<file path="src/rtl/ovl_fetch_pkg.sv">
package ovl_fetch_pkg;
  localparam int BLW = 5;

  typedef enum logic [1:0] {SWAP_BIT = 2'd0, SWAP_BYTE = 2'd1, SWAP_HALF = 2'd2, SWAP_WORD = 2'd3} swapE;

  typedef struct packed {
    logic [BLW-1:0] burstWords;
    swapE           swap;
  } fmtInfoT;

  typedef struct packed {
    logic loadStart;
    logic lineStart;
    logic advance;
  } ctrlStrobeT;

  function automatic fmtInfoT decodeFmt(input logic [2:0] code);
    fmtInfoT f;
    case (code)
      3'd0:    begin f.burstWords = 5'd4;  f.swap = SWAP_BIT;  end
      3'd1,
      3'd2:    begin f.burstWords = 5'd8;  f.swap = SWAP_BIT;  end
      3'd3:    begin f.burstWords = 5'd8;  f.swap = SWAP_BYTE; end
      3'd4:    begin f.burstWords = 5'd16; f.swap = SWAP_HALF; end
      default: begin f.burstWords = 5'd16; f.swap = SWAP_WORD; end
    endcase
    return f;
  endfunction
endpackage

</file>
<file path="src/rtl/ovlFetchPath.sv">
module ovlFetchPath
  import ovl_fetch_pkg::*;
#(
  parameter int XW  = 12,
  parameter int AW  = 32,
  parameter int PWW = 16
) (
  input  logic             clk,
  input  logic             rstN,
  input  ctrlStrobeT       strobe,
  input  logic [XW-1:0]    posX,
  input  logic [XW-1:0]    posY,
  input  logic             winEn,
  input  logic [XW-1:0]    tlX,
  input  logic [XW-1:0]    tlY,
  input  logic [XW-1:0]    brX,
  input  logic [XW-1:0]    brY,
  input  logic [AW-1:0]    bufStart,
  input  logic [AW-1:0]    bufEnd,
  input  logic [PWW-1:0]   pageWidth,
  input  logic [PWW-1:0]   skipOffset,
  input  logic [BLW-1:0]   burstWords,
  output logic             inWindow,
  output logic             yInWin,
  output logic             atEnd,
  output logic             remZero,
  output logic             lastBurst,
  output logic [AW-1:0]    curAddr,
  output logic [BLW-1:0]   lenWords
);
  localparam int RWW = PWW - 2;

  logic [PWW-1:0] remBytes;
  logic [RWW-1:0] remWords;
  logic [RWW-1:0] burstExt;
  logic [AW-1:0]  lenBytesA;
  logic [PWW-1:0] lenBytesP;
  logic [AW-1:0]  skipA;
  logic           xInWin;

  assign xInWin   = (posX >= tlX) && (posX <= brX);
  assign yInWin   = (posY >= tlY) && (posY <= brY);
  assign inWindow = winEn && xInWin && yInWin;

  assign remWords  = remBytes[PWW-1:2];
  assign burstExt  = {{(RWW-BLW){1'b0}}, burstWords};
  assign lastBurst = (remWords <= burstExt);
  assign lenWords  = lastBurst ? remWords[BLW-1:0] : burstWords;
  assign remZero   = (remWords == '0);
  assign atEnd     = (curAddr >= bufEnd);

  assign lenBytesA = {{(AW-BLW-2){1'b0}}, lenWords, 2'b00};
  assign lenBytesP = {{(PWW-BLW-2){1'b0}}, lenWords, 2'b00};
  assign skipA     = {{(AW-PWW){1'b0}}, skipOffset};

  always_ff @(posedge clk) begin
    if (!rstN) begin
      curAddr  <= '0;
      remBytes <= '0;
    end else if (strobe.loadStart) begin
      curAddr  <= bufStart;
      remBytes <= '0;
    end else begin
      if (strobe.lineStart) remBytes <= pageWidth;
      if (strobe.advance) begin
        curAddr  <= curAddr + lenBytesA + (lastBurst ? skipA : '0);
        remBytes <= remBytes - lenBytesP;
      end
    end
  end
endmodule

</file>
<file path="src/rtl/ovlFetchCtrl.sv">
module ovlFetchCtrl
  import ovl_fetch_pkg::*;
(
  input  logic       clk,
  input  logic       rstN,
  input  logic       frameStart,
  input  logic       lineStart,
  input  logic       winEn,
  input  logic       yInWin,
  input  logic       atEnd,
  input  logic       remZero,
  input  logic       lastBurst,
  input  logic       reqReady,
  output logic       reqValid,
  output ctrlStrobeT strobe
);
  typedef enum logic {ST_IDLE, ST_FETCH} stateE;
  stateE state, nextState;
  logic  fire;

  assign reqValid = (state == ST_FETCH) && winEn && !atEnd && !remZero;
  assign fire     = reqValid && reqReady;

  always_comb begin
    strobe.loadStart = frameStart;
    strobe.lineStart = !frameStart && (state == ST_IDLE) && lineStart && winEn && yInWin;
    strobe.advance   = !frameStart && fire;
  end

  always_comb begin
    nextState = state;
    if (frameStart) nextState = ST_IDLE;
    else if (state == ST_IDLE) begin
      if (strobe.lineStart) nextState = ST_FETCH;
    end else if (!winEn || atEnd || remZero || (fire && lastBurst)) begin
      nextState = ST_IDLE;
    end
  end

  always_ff @(posedge clk) begin
    if (!rstN) state <= ST_IDLE;
    else       state <= nextState;
  end
endmodule

</file>
<file path="src/rtl/ovlFetchGen.sv">
module ovlFetchGen
  import ovl_fetch_pkg::*;
#(
  parameter int XW  = 12,
  parameter int AW  = 32,
  parameter int PWW = 16
) (
  input  logic           clk,
  input  logic           rstN,
  input  logic           frameStart,
  input  logic           lineStart,
  input  logic [XW-1:0]  posX,
  input  logic [XW-1:0]  posY,
  input  logic           winEn,
  input  logic [XW-1:0]  tlX,
  input  logic [XW-1:0]  tlY,
  input  logic [XW-1:0]  brX,
  input  logic [XW-1:0]  brY,
  input  logic [AW-1:0]  bufStart,
  input  logic [AW-1:0]  bufEnd,
  input  logic [PWW-1:0] pageWidth,
  input  logic [PWW-1:0] skipOffset,
  input  logic [2:0]     fmtCode,
  output logic           inWindow,
  output logic [1:0]     swapMode,
  output logic           reqValid,
  output logic [AW-1:0]  reqAddr,
  output logic [4:0]     reqLen,
  input  logic           reqReady
);
  fmtInfoT    fmt;
  ctrlStrobeT strobe;
  logic       yInWin, atEnd, remZero, lastBurst;

  assign fmt      = decodeFmt(fmtCode);
  assign swapMode = fmt.swap;

  ovlFetchCtrl uCtrl (
    .clk(clk), .rstN(rstN), .frameStart(frameStart), .lineStart(lineStart),
    .winEn(winEn), .yInWin(yInWin), .atEnd(atEnd), .remZero(remZero),
    .lastBurst(lastBurst), .reqReady(reqReady), .reqValid(reqValid), .strobe(strobe)
  );

  ovlFetchPath #(.XW(XW), .AW(AW), .PWW(PWW)) uPath (
    .clk(clk), .rstN(rstN), .strobe(strobe), .posX(posX), .posY(posY),
    .winEn(winEn), .tlX(tlX), .tlY(tlY), .brX(brX), .brY(brY),
    .bufStart(bufStart), .bufEnd(bufEnd), .pageWidth(pageWidth),
    .skipOffset(skipOffset), .burstWords(fmt.burstWords), .inWindow(inWindow),
    .yInWin(yInWin), .atEnd(atEnd), .remZero(remZero), .lastBurst(lastBurst),
    .curAddr(reqAddr), .lenWords(reqLen)
  );
endmodule

</file>
<file path="config.mk">
export PLATFORM = sky130hd
export DESIGN_NAME = ovlFetchGen
export DESIGN_NICKNAME = d
export VERILOG_FILES = /design/src/rtl/ovl_fetch_pkg.sv /design/src/rtl/ovlFetchPath.sv /design/src/rtl/ovlFetchCtrl.sv /design/src/rtl/ovlFetchGen.sv
export SDC_FILE = /design/constraint.sdc
export NUM_CORES = 1
export LEC_CHECK = 0
export BUFFER_PORTS_ARGS = -buffer_cell sky130_fd_sc_hd__buf_2
export CORE_MARGIN = 3
export CORE_UTILIZATION = 47
export DETAILED_ROUTE_END_ITERATION = 8
export PLACE_DENSITY = 0.79
export SETUP_SLACK_MARGIN = 0.2
export SLEW_MARGIN = 20
export SYNTH_ARGS = -nofsm -noshare
export SYNTH_HDL_FRONTEND = slang
export SYNTH_HIERARCHICAL = 1
export SYNTH_SLANG_ARGS = --single-unit
export TNS_END_PERCENT = 30
</file>
<file path="constraint.sdc">
create_clock -name clk -period 5.9 [get_ports clk]
set_clock_uncertainty 0.2 [all_clocks]
set_input_delay 1.18 -clock clk [delete_from_list [all_inputs] [get_ports clk]]
set_output_delay 1.18 -clock clk [all_outputs]
set_load 0.1 [all_outputs]
</file>
==> summary.txt, run 1 <==
Setup path
  • Instance count on the critical path: 21
  • Slowest Stage Delay on Critical Path: 0.44 ns
  • Critical path's slowest cell: sky130_fd_sc_hd__fa_1
  • Nature of the critical path endpoint: flop
  • Crit Path Category: in2reg
  • Launching element type of the critical path: input pin
  • Combined buffer and inverter count along the critical path: 4
  • Kind of cell with the highest combined delay on the critical path: simple AND/OR/NAND/NOR gates
  • Cell count of the worst reg-to-reg path: 17
  • Cell-by-cell trace of the critical path: buf_2, nor3_2, inv_1, ha_1, o21a_1, o21a_1, o21ai_0, or2b_2, a21oi_4, buf_12, mux2_4, fa_1, ha_4, nand2_1, nor4b_2, o31ai_1, buf_4, a31oi_2, nand2_1, or2_2, a311oi_1
  • Required time of the worst setup path: 5.91 ns
  • Arrival time at the worst endpoint: 5.45 ns
  • Largest fanout of any net on the critical path: 6

Clock network
  • TritonCTS Buffers: 5
  • Number of buffers inserted for hold repair after clock tree synthesis: 0
  • CTS Buffer Depth: 2
  • Clock Sink Count: 47
  • Clock insertion delay at the later pin of the skew report: 0.30 ns
  • Clock-pin transition on the worst setup and hold timing paths: 0.07 ns
  • CTS root buf: sky130_fd_sc_hd__clkbuf_16
  • TritonCTS clock tree: built
  • Total number of H-tree levels: 2

Power
  • Net Sw Power: 0.536 mW
  • P per Cell Area: 172 nW/um^2
  • Overall power: 1.32 mW
  • Worst vdd ir: 0.123 mV
  • Sequential cell fraction of total power: 26.7%
  • Lkg Pwr: 4.24 nW
  • Internal power: 0.781 mW
  • Proportion of power drawn by combinational gates: 47.5%
  • Net Sw Frac: 40.7%
  • Proportion of power drawn by the clock network: 25.7%

Logic synthesis
  • Post-Synthesis Cells: 792
  • Share of the yosys chip area belonging to registers: 15.6%
  • Yosys warnings: 6
  • Ys flop type: sky130_fd_sc_hd__dfxtp_1
  • Cell variety after synth: 68
  • Synth async-reset ratio: 0%
  • Number of storage elements in the synthesis netlist: 47
  • Synth area leader: sky130_fd_sc_hd__ha_1
  • Post-synth top area share: 24.2%
  • Count of flip-flops with a built-in enable after synthesis: 0
  • Synthesized cell area: 6040 um^2
  • Leading cell types by total area after synthesis: sky130_fd_sc_hd__ha_1, sky130_fd_sc_hd__dfxtp_1, sky130_fd_sc_hd__inv_1
  • Average size of a mapped cell: 7.63 um^2

Final layout
  • Final antenna diode count: 0
  • Layout cells sized above 1: 28.0%
  • Layout net count: 1315
  • Syn-to-layout area delta: 26.7%
  • Layout Utilization: 62.4%

Die
  • Die outline height: 119 um
  • IO Pins: 218
  • Die width: 119 um
  • Area of the die: 14200 um^2
  • Effective utilization at floorplan: 49.3%
  • Area of the core region: 12300 um^2
  • FP Rows: 40

Route
  • Post-route DRC: 0
  • Antenna-violating nets left: 0
  • Overall routed net length: 17600 um
  • Initial DRT Pass Iterations: 5
  • Total vias in the final route: 6475
  • Number of design-rule violations left by the first detailed-router iteration: 393
  • Post-DR vias/cell: 5.47
  • Drt wl/cell: 14.9 um

Global routing
  • Tot GR Track Use: 23.5%
  • Initial antenna violation count: 0
  • Vias in the first global route: 6033
  • Largest net degree at the start of global routing: 41
  • Leftover overflow at the end of global routing: 0
  • Global-route wire length before repair: 27900 um

Timing
  • Setup repair after global routing missed its margin: no
  • Final Slew Violations: 0
  • Least-Margin Pin Slew: 0.587 ns
  • Portion of the clock cycle consumed by the worst path in the final layout: 92.2%
  • Final hold violation count: 0
  • Smallest setup slack after layout: 0.462 ns
  • Sum of negative setup slack: 0 ns
  • Number of failing setup endpoints in the final timing report: 0
  • Worst slew margin relative to its limit: 60.9%
  • Post-layout min period: 5.44 ns
  • Achievable Freq: 184 MHz

Placement
  • # port buffers: 215
  • Worst setup slack before clock tree synthesis: -0.00705 ns
  • DP Wirelength: 14300 um
  • Routability-driven placement congestion ratio: 0.914

Flow run
  • Number of max-capacitance violations reported: 0

Hold path
  • Class of the tightest hold or removal check: reg2reg
  • Min-Delay Path Depth: 1

Status
  • Status: completed
==> path summary, 6_finish.rpt <==
path	start	endpoint	slack [ns]
max reg2reg	uPath/remBytes[7]	uPath/curAddr[17]	0.98
min reg2reg	uPath/remBytes[14]	uPath/remBytes[14]	0.32
max	fmtCode[0]	uPath/curAddr[17]	0.46
min	uPath/remBytes[14]	uPath/remBytes[14]	0.32
==> Yosys cell counts, drive strengths merged, types with 18 or more instances <==
cell and instances:
ha 117, inv 105, a21oi 79, o21ai 59
dfxtp 47, nand2 45, nor2 41, a21o 31
clkbuf 23, and3 22, nand4 22, nand3 18
xor2 18
==> timing repair <==
action	in CTS	in global routing
gates resized for setup	0	10
buffers inserted	0	2
setup endpoints to repair	0	21
==> cell usage in the layout (no fill, tap or decap), types with 25 or more instances in the layout <==
master	Yosys	routed
sky130_fd_sc_hd__buf_2	0	215
sky130_fd_sc_hd__ha_1	117	116
sky130_fd_sc_hd__inv_1	105	105
sky130_fd_sc_hd__a21oi_1	78	77
sky130_fd_sc_hd__o21ai_0	59	55
sky130_fd_sc_hd__dfxtp_1	47	47
sky130_fd_sc_hd__nand2_1	45	45
sky130_fd_sc_hd__nor2_1	41	41
sky130_fd_sc_hd__a21o_1	31	31
sky130_fd_sc_hd__buf_4	3	25
==> area by class of cell <==
cell class	instances	area [um^2]
multi-input combinational	613	4630
fill	1102	4610
inverter	105	394
clock buffer	5	125
sequential	47	941
clock inverter	3	46.3
tap	168	210
timing repair buffer	242	1300
==> flip-flops by register name (all words and copies together), names as in the netlist <==
signal,count
uPath/curAddr,32
uPath/remBytes,14
uCtrl/state,1
==> power groups by stage <==
| stage | Clock (mW) | Sequential [mW] | Combinational (mW) |
|---|---|---|---|
| after global routing | 0.361 | 0.355 | 0.689 |
| final | 0.339 | 0.352 | 0.626 |
| after detailed placement | 0 | 0.360 | 0.611 |
| after CTS | 0.343 | 0.352 | 0.616 |
| after floorplan | 0 | 0.457 | 0.331 |
| after global placement | 0 | 0.359 | 0.601 |
==> through the flow <==
stage               hold slack, ns  area [um^2]  instances
floorplan                    0.281         6070        796
finish                       0.321         7650       1183
CTS                          0.326         7600       1181
detailed placement           0.314         7430       1173
global placement             0.309         7430       1173
global route                 0.364         7650       1183
==> layer usage <==
layer / routed length, um / GRT usage [%]
met5: 0 / 0
met2: 8520 / 40.9
met3: 1010 / 2.80
met1: 7750 / 30.6
met4: 320 / 6.44
==> kinds of logic after synthesis <==
family / share of synthesized area (%)
other cells: 0.0621
flops: 15.6
buf+inv: 8.89
compound gates: 24.0
xor+xnor: 2.90
mux: 2.61
simple gates: 19.2
fa+ha+maj: 26.7
(Power assumes the default switching activity.)
==> run 2, diff against run 1 <==
Settings changed: ABC_AREA set to 1, CORE_UTILIZATION 47 to 48.
==> run 2 against run 1 <==
  * Hold slack got worse by 0.019 ns
  * Highest routed layer is now met5
  * Clock power fell by 14%
  * Global-route usage up 0.83 points
  * Routed wire length grew 10%
  * Utilization is 2.2 points lower
  * Synthesized cell count rose by 40%
  * Combinational power down 15%
  * Setup slack gained 0.48 ns
  * Sequential power barely moved
  * Total power down 10%
==> summary.txt, run 2 <==
Setup path
  • Arrival time at the worst endpoint: 4.89 ns (-0.56 ns)
  • Slowest Stage Delay on Critical Path: 0.50 ns (+0.06 ns)
  • Kind of cell with the highest combined delay on the critical path: simple AND/OR/NAND/NOR gates
  • Crit Path Category: in2reg
  • Instance count on the critical path: 25 (+19%)
  • Cell with the most instances on the worst path: sky130_fd_sc_hd__nand2_1
  • Nature of the critical path endpoint: flop
  • Combined buffer and inverter count along the critical path: 4 (unchanged)
  • Register-to-register setup slack: 1.80 ns (+0.82 ns)
  • Launching element type of the critical path: input pin
  • Largest fanout of any net on the critical path: 13 (+7)
  • Worst R2R Start: uPath/remBytes[5]
  • Critical path's slowest cell: sky130_fd_sc_hd__fa_1
  • Required time of the worst setup path: 5.83 ns (-0.08 ns)
  • Cell count of the worst reg-to-reg path: 22 (+5)
  • Startpoint of the worst setup timing path: fmtCode[0]
  • End of the worst register-to-register path: uPath/curAddr[27]
  • Worst setup path endpoint: uPath/curAddr[27]

Logic synthesis
  • Most common cell in the synthesized netlist: sky130_fd_sc_hd__nand2_1
  • Share of the yosys chip area belonging to registers: 13.9% (-1.7 points)
  • Ys flop type: sky130_fd_sc_hd__dfxtp_1
  • Synth area leader: sky130_fd_sc_hd__ha_1
  • Leading cell types by total area after synthesis: sky130_fd_sc_hd__ha_1, sky130_fd_sc_hd__nand2_1, sky130_fd_sc_hd__dfxtp_1
  • Yosys warnings: 6 (unchanged)
  • Synth async-reset ratio: 0% (unchanged)
  • Number of storage elements in the synthesis netlist: 47 (unchanged)
  • Post-synth top area share: 21.6% (-2.6 points)
  • Cell variety after synth: 43 (-37%)
  • Post-Synthesis Cells: 1109 (+40%)
  • Synthesized cell area: 6770 um^2 (+12%)
  • Average size of a mapped cell: 6.11 um^2 (-20%)
  • Count of flip-flops with a built-in enable after synthesis: 0 (unchanged)
  • List of most frequent post-synthesis cells: sky130_fd_sc_hd__nand2_1, sky130_fd_sc_hd__inv_1, sky130_fd_sc_hd__ha_1, sky130_fd_sc_hd__nor2_1, sky130_fd_sc_hd__a21oi_1

Global routing
  • Vias in the first global route: 7245 (+20%)
  • Tot GR Track Use: 24.3% (+0.83 points)
  • Global-route wire length before repair: 32300 um (+16%)
  • Largest net degree at the start of global routing: 39 (-4.9%)
  • Leftover overflow at the end of global routing: 0 (unchanged)
  • Initial antenna violation count: 2 (+2)

Final layout
  • Most frequent cells in the layout: sky130_fd_sc_hd__nand2_1, sky130_fd_sc_hd__inv_1, sky130_fd_sc_hd__buf_2
  • Most common cell after layout, fill and taps aside: sky130_fd_sc_hd__nand2_1
  • Register with the most flip-flops: uPath/curAddr
  • Top flop regs: uPath/curAddr (32), uPath/remBytes (14), uCtrl/state (1)
  • Layout cells sized above 1: 19.9% (-8.0 points)
  • Syn-to-layout area delta: 20.1%
  • Layout net count: 1615 (+23%)
  • Fill cell total of the finished layout: 1360 (+23%)
  • Final cell count without fillers: 1491 (+26%)
  • Largest register FFs: 32 (unchanged)

Clock network
  • TritonCTS Buffers: 5 (unchanged)
  • CTS root buf: sky130_fd_sc_hd__clkbuf_16
  • PostCTS Resize Cnt: 0 (unchanged)
  • Clock Sink Count: 47 (unchanged)
  • Number of buffers inserted for hold repair after clock tree synthesis: 0 (unchanged)
  • TritonCTS clock tree: built
  • Clock insertion delay at the later pin of the skew report: 0.29 ns (about the same)
  • Number of buffers inserted to repair setup after CTS: 0 (unchanged)
  • Total number of H-tree levels: 2 (unchanged)
  • Clock-pin transition on the worst setup and hold timing paths: 0.06 ns (about the same)
  • CTS Buffer Depth: 2 (unchanged)

Timing
  • Achievable Freq: 202 MHz (+9.7%)
  • Number of failing setup endpoints in the final timing report: 0 (unchanged)
  • Smallest setup slack after layout: 0.941 ns (+0.479 ns)
  • Worst slew margin relative to its limit: 32.3% (-29 points)
  • Portion of the clock cycle consumed by the worst path in the final layout: 84.0% (-8.1 points)
  • Post-route worst hold slack: 0.302 ns (-0.0191 ns)
  • Setup repair after global routing missed its margin: no
  • Sum of negative setup slack: 0 ns (unchanged)
  • Final Slew Violations: 0 (unchanged)
  • Post-layout min period: 4.96 ns (-0.479 ns)
  • Least-Margin Pin Slew: 1.01 ns (+0.427 ns)
  • Final hold violation count: 0 (unchanged)

Status
  • Status: completed

Route
  • Drt wl/cell: 13.0 um (-12%)
  • Post-route DRC: 0 (unchanged)
  • Initial DRT Pass Iterations: 5 (unchanged)
  • Antenna-violating nets left: 0 (unchanged)
  • Post-DR vias/cell: 5.08 (-7.3%)
  • Number of design-rule violations left by the first detailed-router iteration: 505 (+28%)
  • Overall routed net length: 19400 um (+10%)
  • Total vias in the final route: 7567 (+17%)

Die
  • Die outline height: 125 um (+4.5%)
  • Area of the core region: 13500 um^2 (+10%)
  • FP Rows: 42 (+5.0%)
  • Effective utilization at floorplan: 50.1% (+0.88 points)
  • Die width: 125 um (+4.5%)
  • IO Pins: 218 (unchanged)
  • Area of the die: 15600 um^2 (+9.3%)

Flow run
  • Number of max-capacitance violations reported: 0 (unchanged)

Power
  • Proportion of power drawn by combinational gates: 45.4% (-2.1 points)
  • Proportion of power drawn by the clock network: 24.9% (-0.8 points)
  • Sequential cell fraction of total power: 29.7% (+3.0 points)
  • P per Cell Area: 145 nW/um^2 (-16%)
  • Internal power: 0.679 mW (-13%)
  • Net Sw Frac: 42.4% (+1.8 points)
  • Net Sw Power: 0.501 mW (-6.6%)
  • Worst vdd ir: 0.0802 mV (-35%)
  • Lkg Pwr: 4.85 nW (+14%)

Hold path
  • Class of the tightest hold or removal check: reg2reg

Placement
  • # port buffers: 215 (unchanged)
  • Routability-driven placement congestion ratio: 0.936 (+2.5%)
  • Worst setup slack before clock tree synthesis: 0.722 ns (+0.729 ns)
  • Number of instances in the placed design: 1483 (+26%)
  • DP Wirelength: 16200 um (+13%)
-- run 2: worst min-delay path by stage --
| stage | start | endpoint | slack, ns | cells past startpoint |
|---|---|---|---|---|
| after floorplan | uPath/remBytes[14] | uPath/remBytes[14] | 0.26 | 2 |
| after global placement | uPath/remBytes[14] | uPath/remBytes[14] | 0.27 | 2 |
| after detailed placement | uPath/remBytes[14] | uPath/remBytes[14] | 0.29 | 2 |
| after CTS | uPath/remBytes[14] | uPath/remBytes[14] | 0.31 | 2 |
| after global routing | uPath/remBytes[12] | uPath/remBytes[12] | 0.34 | 2 |
| final | uPath/remBytes[14] | uPath/remBytes[14] | 0.30 | 2 |
-- run 2: layout make-up --
class / count / area [um^2] / area share [%]
Antenna cell: 1 / 2.50 / 0.0308
Clock buffer: 6 / 139 / 1.71
Clock inverter: 1 / 5.00 / 0.0615
Inverter: 232 / 873 / 10.7
Multi-Input combinational cell: 809 / 4850 / 59.6
Sequential cell: 47 / 941 / 11.6
Tap cell: 176 / 220 / 2.71
Timing Repair Buffer: 219 / 1110 / 13.6
-- run 2: per-layer routing --
| layer | routed length [um] | global-route usage [%] |
|---|---|---|
| met1 | 8510 | 30.9 |
| met2 | 9170 | 42.7 |
| met3 | 1410 | 4.46 |
| met4 | 337 | 5.16 |
| met5 | 13 | 0 |
-- run 2: cells by family (layout without fill, tap and decap cells) --
| group | Yosys count | count (layout) | share of synthesized area, % |
|---|---|---|---|
| buffers and inverters | 255 | 458 | 14.7 |
| other | 1 | 4 | 0.0554 |
| XOR/XNOR | 16 | 16 | 2.07 |
| flip-flops | 47 | 47 | 13.9 |
| AO/OA/AOI/OAI | 166 | 166 | 14.3 |
| AND/OR/NAND/NOR | 500 | 500 | 31.3 |
| adder cells (fa/ha/maj) | 124 | 124 | 23.7 |
-- run 2: worst min-delay path: cells and delay by family (launching register included) --
kind               cells  cell delay [ns]
and+or+nand+nor        1             0.07
DFF                    1             0.33
AOI/OAI and AO/OA      1             0.06
-- run 2: power groups by stage --
| stage | registers (mW) | logic [mW] | clock network [mW] |
|---|---|---|---|
| 6_report | 0.350 | 0.535 | 0.293 |
| 4_1_cts | 0.350 | 0.534 | 0.302 |
| 3_3_place_gp | 0.357 | 0.521 | 0 |
| 3_5_place_dp | 0.358 | 0.531 | 0 |
| 5_1_grt | 0.353 | 0.606 | 0.312 |
| 2_1_floorplan | 0.437 | 0.309 | 0 |
-- run 2: per-stage QoR --
step                power [mW]  cell area (um^2)  util, %
floorplan                0.745              6780        -
global placement         0.879              7990     59.1
detailed placement       0.888              7990     59.1
CTS                       1.19              8130     60.2
global route              1.27              8130     60.2
finish                    1.18              8130     60.2
==> run 3, diff against run 2 <==
Settings changed: ABC_AREA 1 to 0, CORE_UTILIZATION 48 to 47.
Clock period 5.9 ns to 4.5 ns, I/O delays scaled along.
==> run 3 against run 2 <==
  * The run now ends with negative setup slack left
  * Critical path depth is 4 lower
  * Hold slack better by 0.032 ns
  * Global-route usage is 1.6 points higher
  * Routed wire length is 1.1% higher
  * Design area is 7.0% higher
  * Highest routed layer is now met4
  * Clock power is 39% higher
  * Total power is 61% higher
  * First-iteration DRC count is 22% lower
  * Sequential share of layout area is 0.76 points lower
==> summary.txt, run 3 (same netlist as run 1, synthesis figures left out) <==
Final layout
  • Layout Utilization: 71.0% (+11 points)
  • Layout net count: 1382 (-14%)
  • Largest register FFs: 32 (unchanged)
  • Register with the most flip-flops: uPath/curAddr
  • Design area: 8700 um^2 (+7.0%)
  • Area of combinational cells with multiple inputs: 5070 um^2 (+4.6%)
  • Most common cell after layout, fill and taps aside: sky130_fd_sc_hd__buf_2
  • Most frequent cells in the layout: sky130_fd_sc_hd__buf_2, sky130_fd_sc_hd__inv_1, sky130_fd_sc_hd__ha_1
  • Fill cell total of the finished layout: 944 (-31%)
  • Sequential cell area: 941 um^2 (unchanged)
  • Layout cells sized above 1: 37.6% (+18 points)
  • Syn-to-layout area delta: 44.1%
  • Top flop regs: uPath/curAddr (32), uPath/remBytes (14), uCtrl/state (1)

Timing
  • Sum of negative setup slack: -6.08 ns (-6.08 ns)
  • Post-layout min period: 4.94 ns
  • Final Slew Violations: 0 (unchanged)
  • Portion of the clock cycle consumed by the worst path in the final layout: 110%
  • Worst slew margin relative to its limit: 53.4% (+21 points)
  • Least-Margin Pin Slew: 0.698 ns (-0.316 ns)
  • Setup repair after global routing missed its margin: yes
  • Smallest setup slack after layout: -0.435 ns (-1.38 ns)
  • Achievable Freq: 203 MHz
  • Final hold violation count: 0 (unchanged)
  • Number of failing setup endpoints in the final timing report: 26 (+26)

Die
  • FP Rows: 40 (-4.8%)
  • Area of the die: 14200 um^2 (-8.5%)
  • Effective utilization at floorplan: 49.3% (-0.88 points)
  • Die width: 119 um (-4.3%)
  • Area of the core region: 12300 um^2 (-9.2%)
  • Die outline height: 119 um (-4.3%)
  • IO Pins: 218 (unchanged)

Placement
  • Routability-driven placement congestion ratio: 0.927 (-1.0%)
  • # port buffers: 215 (unchanged)
  • DP Wirelength: 15200 um (-6.0%)
  • Dpl cell area: 8040 um^2 (+0.69%)

Clock network
  • CTS root buf: sky130_fd_sc_hd__clkbuf_16
  • CTS Buffer Depth: 2 (unchanged)
  • Clock-pin transition on the worst setup and hold timing paths: 0.08 ns (+0.02 ns)
  • Number of buffers inserted for hold repair after clock tree synthesis: 0 (unchanged)
  • Clock insertion delay at the later pin of the skew report: 0.30 ns (about the same)
  • TritonCTS clock tree: built
  • Total number of H-tree levels: 2 (unchanged)
  • Clock Sink Count: 47 (unchanged)
  • TritonCTS Buffers: 5 (unchanged)

Route
  • Post-route DRC: 0 (unchanged)
  • Overall routed net length: 19700 um (+1.1%)
  • Number of design-rule violations left by the first detailed-router iteration: 393 (-22%)
  • Post-DR vias/cell: 5.48 (+8.0%)
  • Antenna-violating nets left: 0 (unchanged)
  • DR WL met3: 1120 um (-20%)
  • Uppermost layer routed: met4
  • Total vias in the final route: 6854 (-9.4%)
  • Initial DRT Pass Iterations: 6 (+1)
  • Drt wl/cell: 15.7 um (+21%)
  • Met1 layer wirelength in the final routing: 8420 um (-1.1%)
  • Met2 WL post-DR: 9880 um (+7.8%)

Setup path
  • Crit Path Category: in2reg
  • Arrival time at the worst endpoint: 4.93 ns (+0.04 ns)
  • Largest fanout of any net on the critical path: 3 (-10)
  • Launching element type of the critical path: input pin
  • Required time of the worst setup path: 4.49 ns (-1.34 ns)
  • Cell count of the worst reg-to-reg path: 17 (-23%)
  • Nature of the critical path endpoint: flop

Global routing
  • Tot GR Track Use: 25.9% (+1.6 points)
  • Leftover overflow at the end of global routing: 0 (unchanged)
  • Largest net degree at the start of global routing: 31 (-21%)
  • Global-route wire length before repair: 30700 um (-5.1%)
  • Initial antenna violation count: 0 (-2)
  • Vias in the first global route: 6710 (-7.4%)

Power
  • Worst vdd ir: 0.178 mV (+120%)
  • Lkg Pwr: 4.64 nW (-4.4%)
  • P per Cell Area: 218 nW/um^2 (+50%)

Flow run
  • Number of max-capacitance violations reported: 0 (unchanged)

Status
  • Status: finished with violations
  • Violations in the final reports: negative setup slack

Hold path
  • Class of the tightest hold or removal check: reg2reg
  • Min-Delay Path Depth: 1 (-1)
## run 3: where the power goes
group	switching, mW	leakage [nW]	total (mW)	internal [mW]
Combinational	0.576	4.17	1.02	0.448
Clock	0.193	0.0767	0.408	0.215
Sequential	0.0264	0.386	0.462	0.436
## run 3: repair_timing
action / in CTS / in global routing
resized for setup: 55 / 29
pin swaps: 39 / 26
buffers inserted: 8 / 5
setup endpoints to repair: 41 / 41
## run 3: final cells by class
class                   instances  share of cell area, %
multi-input cells             613                   58.3
repair buffers                309                   22.2
flip-flops and latches         47                   10.8
inverters                     105                   4.53
well taps                     168                   2.41
clock buffers                   5                   1.44
clock inverters                 3                  0.331
diodes                          1                 0.0287
## run 3: path summary, 6_finish.rpt
check	slack, ns	from	to
max	-0.44	fmtCode[0]	uPath/curAddr[13]
min	0.33	uPath/remBytes[14]	uPath/remBytes[14]
max reg2reg	-0.32	uPath/remBytes[7]	uPath/curAddr[13]
min reg2reg	0.33	uPath/remBytes[14]	uPath/remBytes[14]
## run 3: through the flow
stage,power (mW),hold slack [ns],std cells,setup WS (ns)
2_1_floorplan,1.06,0.281,796,-0.611
3_3_place_gp,1.35,0.313,1229,-0.726
3_5_place_dp,1.37,0.319,1229,-0.800
4_1_cts,1.86,0.328,1245,-0.383
5_1_grt,2.00,0.363,1250,-0.559
6_report,1.89,0.334,1251,-0.435
## run 3: per-layer routing
metal,up-vias,GRT usage [%]
li1,3416,-
met3,22,3.23
met2,247,47.9
met5,-,0
met1,3169,31.9
met4,0,5.65
## run 3: critical path, cell delays in order
cell	delay, ns
sky130_fd_sc_hd__buf_8	0.10
sky130_fd_sc_hd__nor3_4	0.21
sky130_fd_sc_hd__inv_2	0.06
sky130_fd_sc_hd__ha_4	0.21
sky130_fd_sc_hd__o21a_1	0.10
sky130_fd_sc_hd__o21a_1	0.16
sky130_fd_sc_hd__o21ai_1	0.10
sky130_fd_sc_hd__or2b_4	0.28
sky130_fd_sc_hd__a21oi_4	0.19
sky130_fd_sc_hd__buf_6	0.15
sky130_fd_sc_hd__mux2i_4	0.26
sky130_fd_sc_hd__fa_1	0.46
sky130_fd_sc_hd__inv_2	0.08
sky130_fd_sc_hd__ha_4	0.21
sky130_fd_sc_hd__o21ai_4	0.15
sky130_fd_sc_hd__a21oi_4	0.06
sky130_fd_sc_hd__o311a_1	0.34
sky130_fd_sc_hd__or4_4	0.54
sky130_fd_sc_hd__a21o_1	0.22
sky130_fd_sc_hd__nand3_2	0.08
sky130_fd_sc_hd__a21oi_2	0.05
